<file path="config.mk">
export PLATFORM = sky130hd
export DESIGN_NAME = sector_guard
export DESIGN_NICKNAME = d
export VERILOG_FILES = /design/src/rtl/sprot_pkg.sv /design/src/rtl/sprot_decode.sv /design/src/rtl/sprot_bank.sv /design/src/rtl/sprot_lock.sv /design/src/rtl/sector_guard.sv
export SDC_FILE = /design/constraint.sdc
export NUM_CORES = 1
export LEC_CHECK = 0
export BUFFER_PORTS_ARGS = -buffer_cell sky130_fd_sc_hd__buf_4
export CELL_PAD_IN_SITES_DETAIL_PLACEMENT = 1
export CELL_PAD_IN_SITES_GLOBAL_PLACEMENT = 1
export CORE_ASPECT_RATIO = 0.6
export CORE_UTILIZATION = 39
export CTS_BUF_LIST = sky130_fd_sc_hd__clkbuf_16
export DETAILED_ROUTE_END_ITERATION = 8
export PLACE_DENSITY_LB_ADDON = 0.1
export SKIP_LAST_GASP = 1
export SYNTH_ARGS = -nofsm -noshare
export SYNTH_HDL_FRONTEND = slang
export SYNTH_SLANG_ARGS = --single-unit
</file>
<file path="constraint.sdc">
create_clock -name clk -period 5.35 [get_ports clk]
set_clock_uncertainty 0.2 [all_clocks]
set_input_delay 0.8025 -clock clk [delete_from_list [all_inputs] [get_ports clk]]
set_output_delay 0.8025 -clock clk [all_outputs]
set_load 0.01 [all_outputs]
</file>
<file path="src/rtl/sprot_pkg.sv">
package sprot_pkg;

  typedef enum logic [2:0] {
    K_CHECK  = 3'd0,
    K_PROT   = 3'd1,
    K_UNPROT = 3'd2,
    K_WRSTAT = 3'd3,
    K_RDPROT = 3'd4
  } req_kind_e;

  // Bulk action picked by written status bits 5:2: {protect_all, unprotect_all}
  function automatic logic [1:0] bulk_sel(input logic [7:0] d);
    if (d[5:2] == 4'b1111)      bulk_sel = 2'b10;
    else if (d[5:2] == 4'b0000) bulk_sel = 2'b01;
    else                        bulk_sel = 2'b00;
  endfunction

endpackage

</file>
<file path="src/rtl/sprot_decode.sv">
module sprot_decode
  import sprot_pkg::*;
#(
  parameter int ADDR_W   = 24,
  parameter int SECT_LSB = 16,
  parameter int SECT_W   = 4,
  localparam int NSECT   = 1 << SECT_W
) (
  input  logic              req_valid,
  input  logic [2:0]        req_kind,
  input  logic [ADDR_W-1:0] req_addr,
  input  logic [7:0]        req_data,
  input  logic              wel_in,
  input  logic              wp_n,
  input  logic              lock_q,
  input  logic [NSECT-1:0]  prot_bits,
  output logic [SECT_W-1:0] sect_idx,
  output logic              set_one,
  output logic              clr_one,
  output logic              set_all,
  output logic              clr_all,
  output logic              lock_we,
  output logic              lock_d,
  output logic              grant,
  output logic              wel_clr,
  output logic [7:0]        rd_byte
);

  function automatic logic [SECT_W-1:0] sector_of(input logic [ADDR_W-1:0] a);
    sector_of = a[SECT_LSB +: SECT_W];
  endfunction

  assign sect_idx = sector_of(req_addr);
  assign lock_d   = req_data[7];

  logic hw_frozen;
  assign hw_frozen = lock_q && !wp_n;

  always_comb begin
    set_one = 1'b0;
    clr_one = 1'b0;
    set_all = 1'b0;
    clr_all = 1'b0;
    lock_we = 1'b0;
    grant   = 1'b0;
    wel_clr = 1'b0;
    rd_byte = 8'h00;
    if (req_valid) begin
      case (req_kind)
        K_CHECK: grant = !prot_bits[sect_idx];
        K_PROT, K_UNPROT: begin
          if (wel_in) begin
            wel_clr = 1'b1;
            if (!lock_q) begin
              grant   = 1'b1;
              set_one = (req_kind == K_PROT);
              clr_one = (req_kind == K_UNPROT);
            end
          end
        end
        K_WRSTAT: begin
          if (wel_in) begin
            wel_clr = 1'b1;
            if (!hw_frozen) begin
              grant   = 1'b1;
              lock_we = 1'b1;
              if (!lock_q) {set_all, clr_all} = bulk_sel(req_data);
            end
          end
        end
        K_RDPROT: begin
          grant   = 1'b1;
          rd_byte = {8{prot_bits[sect_idx]}};
        end
        default: ;
      endcase
    end
  end

endmodule

</file>
<file path="src/rtl/sprot_bank.sv">
module sprot_bank #(
  parameter int SECT_W = 4,
  localparam int NSECT = 1 << SECT_W
) (
  input  logic              clk,
  input  logic              rst_n,
  input  logic [SECT_W-1:0] sect_idx,
  input  logic              set_one,
  input  logic              clr_one,
  input  logic              set_all,
  input  logic              clr_all,
  output logic [NSECT-1:0]  prot_bits
);

  for (genvar g = 0; g < NSECT; g++) begin : g_sect
    logic hit;
    assign hit = (sect_idx == SECT_W'(g));
    always_ff @(posedge clk or negedge rst_n) begin
      if (!rst_n)                          prot_bits[g] <= 1'b1;
      else if (set_all || (set_one && hit)) prot_bits[g] <= 1'b1;
      else if (clr_all || (clr_one && hit)) prot_bits[g] <= 1'b0;
    end
  end


  one_update_chk: assert property (@(posedge clk) disable iff (!rst_n)
    $onehot0({set_one, clr_one, set_all, clr_all}));


  single_protect_chk: assert property (@(posedge clk) disable iff (!rst_n)
    (set_one && !set_all) |=> ($countones(prot_bits ^ $past(prot_bits)) <= 1));

endmodule

</file>
<file path="src/rtl/sprot_lock.sv">
module sprot_lock (
  input  logic clk,
  input  logic rst_n,
  input  logic lock_we,
  input  logic lock_d,
  input  logic wp_n,
  output logic lock_q
);

  always_ff @(posedge clk or negedge rst_n) begin
    if (!rst_n)       lock_q <= 1'b0;
    else if (lock_we) lock_q <= lock_d;
  end


  hw_hold_chk: assert property (@(posedge clk) disable iff (!rst_n)
    (lock_q && !wp_n) |=> lock_q);

endmodule

</file>
<file path="src/rtl/sector_guard.sv">
module sector_guard
  import sprot_pkg::*;
#(
  parameter int ADDR_W   = 24,
  parameter int SECT_LSB = 16,
  parameter int SECT_W   = 4
) (
  input  logic              clk,
  input  logic              rst_n,
  input  logic              req_valid,
  input  logic [2:0]        req_kind,
  input  logic [ADDR_W-1:0] req_addr,
  input  logic [7:0]        req_data,
  input  logic              wel_in,
  input  logic              wp_n,
  output logic              resp_valid,
  output logic              resp_allow,
  output logic [7:0]        resp_data,
  output logic              wel_clear,
  output logic              lock_out
);

  localparam int NSECT = 1 << SECT_W;

  logic [NSECT-1:0]  prot_bits;
  logic [SECT_W-1:0] sect_idx;
  logic set_one, clr_one, set_all, clr_all;
  logic lock_we, lock_d, lock_q;
  logic grant, wel_clr;
  logic [7:0] rd_byte;

  sprot_decode #(.ADDR_W(ADDR_W), .SECT_LSB(SECT_LSB), .SECT_W(SECT_W)) u_decode (
    .req_valid(req_valid), .req_kind(req_kind), .req_addr(req_addr),
    .req_data(req_data), .wel_in(wel_in), .wp_n(wp_n), .lock_q(lock_q),
    .prot_bits(prot_bits), .sect_idx(sect_idx), .set_one(set_one),
    .clr_one(clr_one), .set_all(set_all), .clr_all(clr_all),
    .lock_we(lock_we), .lock_d(lock_d), .grant(grant), .wel_clr(wel_clr),
    .rd_byte(rd_byte)
  );

  sprot_bank #(.SECT_W(SECT_W)) u_bank (
    .clk(clk), .rst_n(rst_n), .sect_idx(sect_idx), .set_one(set_one),
    .clr_one(clr_one), .set_all(set_all), .clr_all(clr_all),
    .prot_bits(prot_bits)
  );

  sprot_lock u_lock (
    .clk(clk), .rst_n(rst_n), .lock_we(lock_we), .lock_d(lock_d),
    .wp_n(wp_n), .lock_q(lock_q)
  );

  always_ff @(posedge clk or negedge rst_n) begin
    if (!rst_n) begin
      resp_valid <= 1'b0;
      resp_allow <= 1'b0;
      resp_data  <= 8'h00;
      wel_clear  <= 1'b0;
    end else begin
      resp_valid <= req_valid;
      resp_allow <= grant;
      resp_data  <= rd_byte;
      wel_clear  <= wel_clr;
    end
  end

  assign lock_out = lock_q;


  deny_protected_chk: assert property (@(posedge clk) disable iff (!rst_n)
    (req_valid && req_kind == K_CHECK && prot_bits[req_addr[SECT_LSB +: SECT_W]])
      |=> (resp_valid && !resp_allow));


  locked_sector_chk: assert property (@(posedge clk) disable iff (!rst_n)
    (req_valid && wel_in && lock_q && (req_kind == K_PROT || req_kind == K_UNPROT))
      |=> ($stable(prot_bits) && wel_clear && !resp_allow));


  no_wel_chk: assert property (@(posedge clk) disable iff (!rst_n)
    (req_valid && !wel_in && (req_kind == K_PROT || req_kind == K_UNPROT || req_kind == K_WRSTAT))
      |=> ($stable(prot_bits) && $stable(lock_q) && !wel_clear && !resp_allow));


  hw_lock_chk: assert property (@(posedge clk) disable iff (!rst_n)
    (req_valid && req_kind == K_WRSTAT && lock_q && !wp_n)
      |=> ($stable(prot_bits) && lock_q && !resp_allow));


  rd_form_chk: assert property (@(posedge clk) disable iff (!rst_n)
    resp_valid |-> (resp_data == 8'h00 || resp_data == 8'hFF));


  resp_follow_chk: assert property (@(posedge clk) disable iff (!rst_n)
    req_valid |=> resp_valid);


  resp_idle_chk: assert property (@(posedge clk) disable iff (!rst_n)
    !req_valid |=> !resp_valid);

endmodule

</file>
==> flow_results.xml <==
<?xml version="1.0" encoding="UTF-8"?>
<metrics>
  <group name="final_layout">
    <metric name="syn2layout_area_growth" unit="%">19.2</metric>
    <metric name="diode_insertion_count_for_antenna_repair" unit="">0</metric>
    <metric name="layout-drive-gt1-share" unit="">0.409</metric>
    <metric name="fillCellCount" unit="">363</metric>
    <metric name="final_net_count" unit="">190</metric>
    <metric name="final_core_util" unit="">0.494</metric>
  </group>
  <group name="cts">
    <metric name="post_cts_sizing" unit="">0</metric>
    <metric name="clk_latency" unit="ns">0.26</metric>
    <metric name="tritoncts_clock_tree" unit="">yes</metric>
    <metric name="cts_root_buf" unit="">clkbuf_16</metric>
    <metric name="ctsHoldBuffers" unit="">0</metric>
    <metric name="cts_inserted_buffers" unit="">3</metric>
    <metric name="clockBufferDepth" unit="">2</metric>
    <metric name="cts_post_setup_buffers_inserted" unit="">0</metric>
    <metric name="cts.htree.levels" unit="">1</metric>
    <metric name="worst_setup_hold_path_clk_slew" unit="ns">0.06</metric>
    <metric name="cts.sinks" unit="">21</metric>
  </group>
  <group name="floorplanning">
    <metric name="floorplan.rows" unit="">16</metric>
    <metric name="num_io_pins" unit="">52</metric>
    <metric name="initial_core_util" unit="">0.414</metric>
    <metric name="core_region_area" unit="sq mm">0.00330</metric>
    <metric name="die_height" unit="um">47.9</metric>
    <metric name="die-width" unit="um">78.4</metric>
    <metric name="overall_die_area" unit="sq mm">0.00376</metric>
  </group>
  <group name="sta">
    <metric name="finalMaxSlewViolations" unit="">0</metric>
    <metric name="fin_setup_tns" unit="ns">0</metric>
    <metric name="final.min_clock_period" unit="ns">2.46</metric>
    <metric name="worst_slew_pin_slew" unit="ns">1.10</metric>
    <metric name="fin_crit_sh" unit="">0.459</metric>
    <metric name="final_setup_vio_count" unit="">0</metric>
    <metric name="final_hold_viol_count" unit="">0</metric>
    <metric name="rsz_0062_raised_after_global_routing" unit="">false</metric>
    <metric name="top_achievable_clock_speed" unit="GHz">0.407</metric>
    <metric name="max-slew-margin-rel" unit="">0.264</metric>
    <metric name="holdWs" unit="ns">0.221</metric>
  </group>
  <group name="placement">
    <metric name="detailed_place_hpwl" unit="um">2830</metric>
    <metric name="place.gp.congestion" unit="">0.769</metric>
    <metric name="numPortBuffers" unit="">28</metric>
  </group>
  <group name="global_route">
    <metric name="grt_pass1_vias" unit="">1178</metric>
    <metric name="grt_usage" unit="">0.229</metric>
    <metric name="grt_first_pass_wirelength" unit="um">6140</metric>
    <metric name="grt_antenna_before_repair" unit="">0</metric>
    <metric name="grt_remaining_overflow" unit="">0</metric>
    <metric name="grt_max_degree" unit="">22</metric>
  </group>
  <group name="synth">
    <metric name="netlist_instances" unit="">131</metric>
    <metric name="dominantRegCellSynth" unit="">dfstp_2</metric>
    <metric name="synthesis.area_per_instance" unit="sq um">10.4</metric>
    <metric name="number_of_synthesized_register_bits" unit="">21</metric>
    <metric name="mappedNetlistArea" unit="sq mm">0.00137</metric>
    <metric name="synth_edf_count" unit="">0</metric>
    <metric name="synth_sequential_area_ratio" unit="">0.399</metric>
    <metric name="synth_top_cell_by_area" unit="">dfstp_2</metric>
    <metric name="yosys.area.top_type_share" unit="">0.307</metric>
    <metric name="post_synth_most_frequent_cells" unit="">17 x nor2_1, 16 x a311o_1, 16 x dfstp_2, 16 x nand2_1, 7 x buf_4</metric>
    <metric name="synth.area.top_cells" unit="">dfstp_2 31%, a311o_1 12%, dfrtp_1 9.1%</metric>
    <metric name="synth_warnings" unit="">0</metric>
    <metric name="synth-async-reset-ratio" unit="">1.00</metric>
    <metric name="leading_cell_type_by_number_of_instances_after_synthesis" unit="">nor2_1</metric>
    <metric name="syn_nets" unit="">171</metric>
    <metric name="number_of_distinct_library_cell_variants_in_the_gate_level_netlist_after_synthesis" unit="">31</metric>
  </group>
  <group name="power">
    <metric name="max-vdd-ir-drop" unit="uV">150</metric>
    <metric name="p_leak" unit="nW">0.624</metric>
    <metric name="power.density" unit="mW/mm^2">277</metric>
    <metric name="post-layout-total-power" unit="mW">0.452</metric>
  </group>
  <group name="setup_path">
    <metric name="critical_path_required" unit="ns">5.34</metric>
    <metric name="path_class" unit="">in2reg</metric>
    <metric name="worstReg2RegEnd" unit="">u_bank.prot_bits[15]$_DFFE_PN1P_</metric>
    <metric name="crit_path_start_kind" unit="">primary input</metric>
    <metric name="endpoint_arrival_time_on_the_critical_path" unit="ns">2.44</metric>
    <metric name="rrSetupSlack" unit="ns">3.16</metric>
    <metric name="critical-path-max-stage-delay" unit="ns">0.92</metric>
    <metric name="worstRegToRegCells" unit="">3</metric>
    <metric name="worst_path_max_delay_cell" unit="">nor3_2</metric>
    <metric name="crit_path_end_kind" unit="">flip-flop</metric>
    <metric name="r2r-start" unit="">u_lock.lock_q$_DFFE_PN0P_</metric>
    <metric name="crit_chain" unit="">buf_4 &gt; nand4bb_4 &gt; nor3_2 &gt; a311o_1</metric>
    <metric name="critical_path.max_fanout" unit="">16</metric>
  </group>
  <group name="drt">
    <metric name="wirelength" unit="um">3780</metric>
    <metric name="detail_route.iter0.violations" unit="">75</metric>
    <metric name="route.detailed.vias_per_inst" unit="">6.01</metric>
    <metric name="num_vias" unit="">1166</metric>
    <metric name="drc" unit="">0</metric>
    <metric name="wl_per_cell" unit="um">19.5</metric>
    <metric name="firstDrtPassIters" unit="">4</metric>
    <metric name="antenna_violating_nets_left" unit="">0</metric>
  </group>
  <group name="status">
    <metric name="run_status" unit="">finished, final reports clean</metric>
  </group>
  <group name="job">
    <metric name="cap_violations" unit="">0</metric>
  </group>
  <group name="min_path">
    <metric name="hp-class" unit="">in2async</metric>
  </group>
</metrics>
[report_power, final]
part	total, mW	internal (mW)	switching, mW
combinational	0.0869	0.0456	0.0413
clock	0.158	0.100	0.0579
sequential	0.206	0.193	0.0134
[how the worst max path moves through the flow]
| stage | cells after the start | start | endpoint |
|---|---|---|---|
| floorplan | 5 | req_addr[18] | resp_data[6]$_DFF_PN0_ |
| global placement | 4 | req_kind[2] | u_bank.prot_bits[5]$_DFFE_PN1P_ |
| detailed placement | 4 | req_kind[2] | u_bank.prot_bits[15]$_DFFE_PN1P_ |
| CTS | 4 | req_kind[2] | u_bank.prot_bits[15]$_DFFE_PN1P_ |
| global route | 4 | req_kind[2] | u_bank.prot_bits[15]$_DFFE_PN1P_ |
| finish | 4 | req_kind[2] | u_bank.prot_bits[15]$_DFFE_PN1P_ |
[metal layers]
| layer | vias to the layer above | track usage | wire length, um | share of wire |
|---|---|---|---|---|
| li1 | 528 | - | - | - |
| met1 | 600 | 0.305 | 1800 | 0.48 |
| met2 | 31 | 0.389 | 1780 | 0.47 |
| met3 | 7 | 0.0571 | 168 | 0.044 |
| met4 | 0 | 0.0519 | 31 | 0.0082 |
| met5 | - | 0 | 0 | 0 |
[cell usage in the layout (no fill, tap or decap)]
| cell | Yosys | layout |
|---|---|---|
| nand2b_1 | 3 | 3 |
| nor2_1 | 17 | 17 |
| nand4_2 | 1 | 1 |
| mux4_2 | 4 | 4 |
| nor4b_4 | 1 | 1 |
| and4bb_2 | 1 | 1 |
| a311o_1 | 16 | 16 |
| nand4_1 | 4 | 4 |
| nor3_2 | 2 | 2 |
| dfrtp_1 | 5 | 5 |
| nand3_1 | 6 | 6 |
| and4_1 | 1 | 1 |
| o211ai_1 | 1 | 1 |
| a22oi_1 | 1 | 1 |
| a22o_1 | 1 | 1 |
| nor3_1 | 4 | 4 |
| nand4b_1 | 2 | 2 |
| buf_4 | 7 | 28 |
| nor4_1 | 1 | 1 |
| inv_1 | 1 | 1 |
| nor2b_1 | 4 | 4 |
| mux2i_1 | 3 | 3 |
| o21ai_0 | 1 | 1 |
| inv_2 | 1 | 1 |
| clkbuf_16 | 0 | 3 |
| nand2_1 | 16 | 16 |
| nor4_4 | 2 | 2 |
| nand3b_1 | 1 | 1 |
| dfstp_2 | 16 | 16 |
| nand4bb_4 | 1 | 1 |
| clkinv_2 | 0 | 1 |
[flip-flops by register name (all words and copies together) (netlist names)]
register	cells
resp_allow	1
resp_data	1
resp_valid	1
u_bank.prot_bits	16
u_lock.lock_q	1
wel_clear	1
[layout make-up]
| class | count | area (sq um) | share of cell area |
|---|---|---|---|
| Clock buffer | 3 | 75.1 | 0.0460 |
| Clock inverter | 1 | 5.00 | 0.00307 |
| Inverter | 2 | 7.51 | 0.00460 |
| Multi-Input combinational cell | 94 | 731 | 0.448 |
| Sequential cell | 21 | 546 | 0.335 |
| Tap cell | 45 | 56.3 | 0.0345 |
| Timing Repair Buffer | 28 | 210 | 0.129 |
[worst max-delay path, delay by kind of cell]
kind                   cells  cell delay (ns)
AOI/OAI and AO/OA          1             0.26
and+or+nand+nor            2             1.24
buffers and inverters      1             0.13
[kinds of logic after synthesis]
| kind of cell | count (synthesis) | share of synthesized area |
|---|---|---|
| simple gates | 67 | 0.308 |
| flops | 21 | 0.399 |
| mux | 7 | 0.0878 |
| buf+inv | 16 | 0.0668 |
| compound gates | 20 | 0.138 |
[metrics by stage]
stage          worst slack [ns]  instance area [sq um]  instances
3_3_place_gp               2.76                   1550        190
5_1_grt                    2.82                   1630        194
6_report                   2.89                   1630        194
4_1_cts                    2.89                   1630        194
3_5_place_dp               2.61                   1550        190
2_1_floorplan              3.11                   1370        131
No activity file was read; power rests on OpenSTA's default activity.
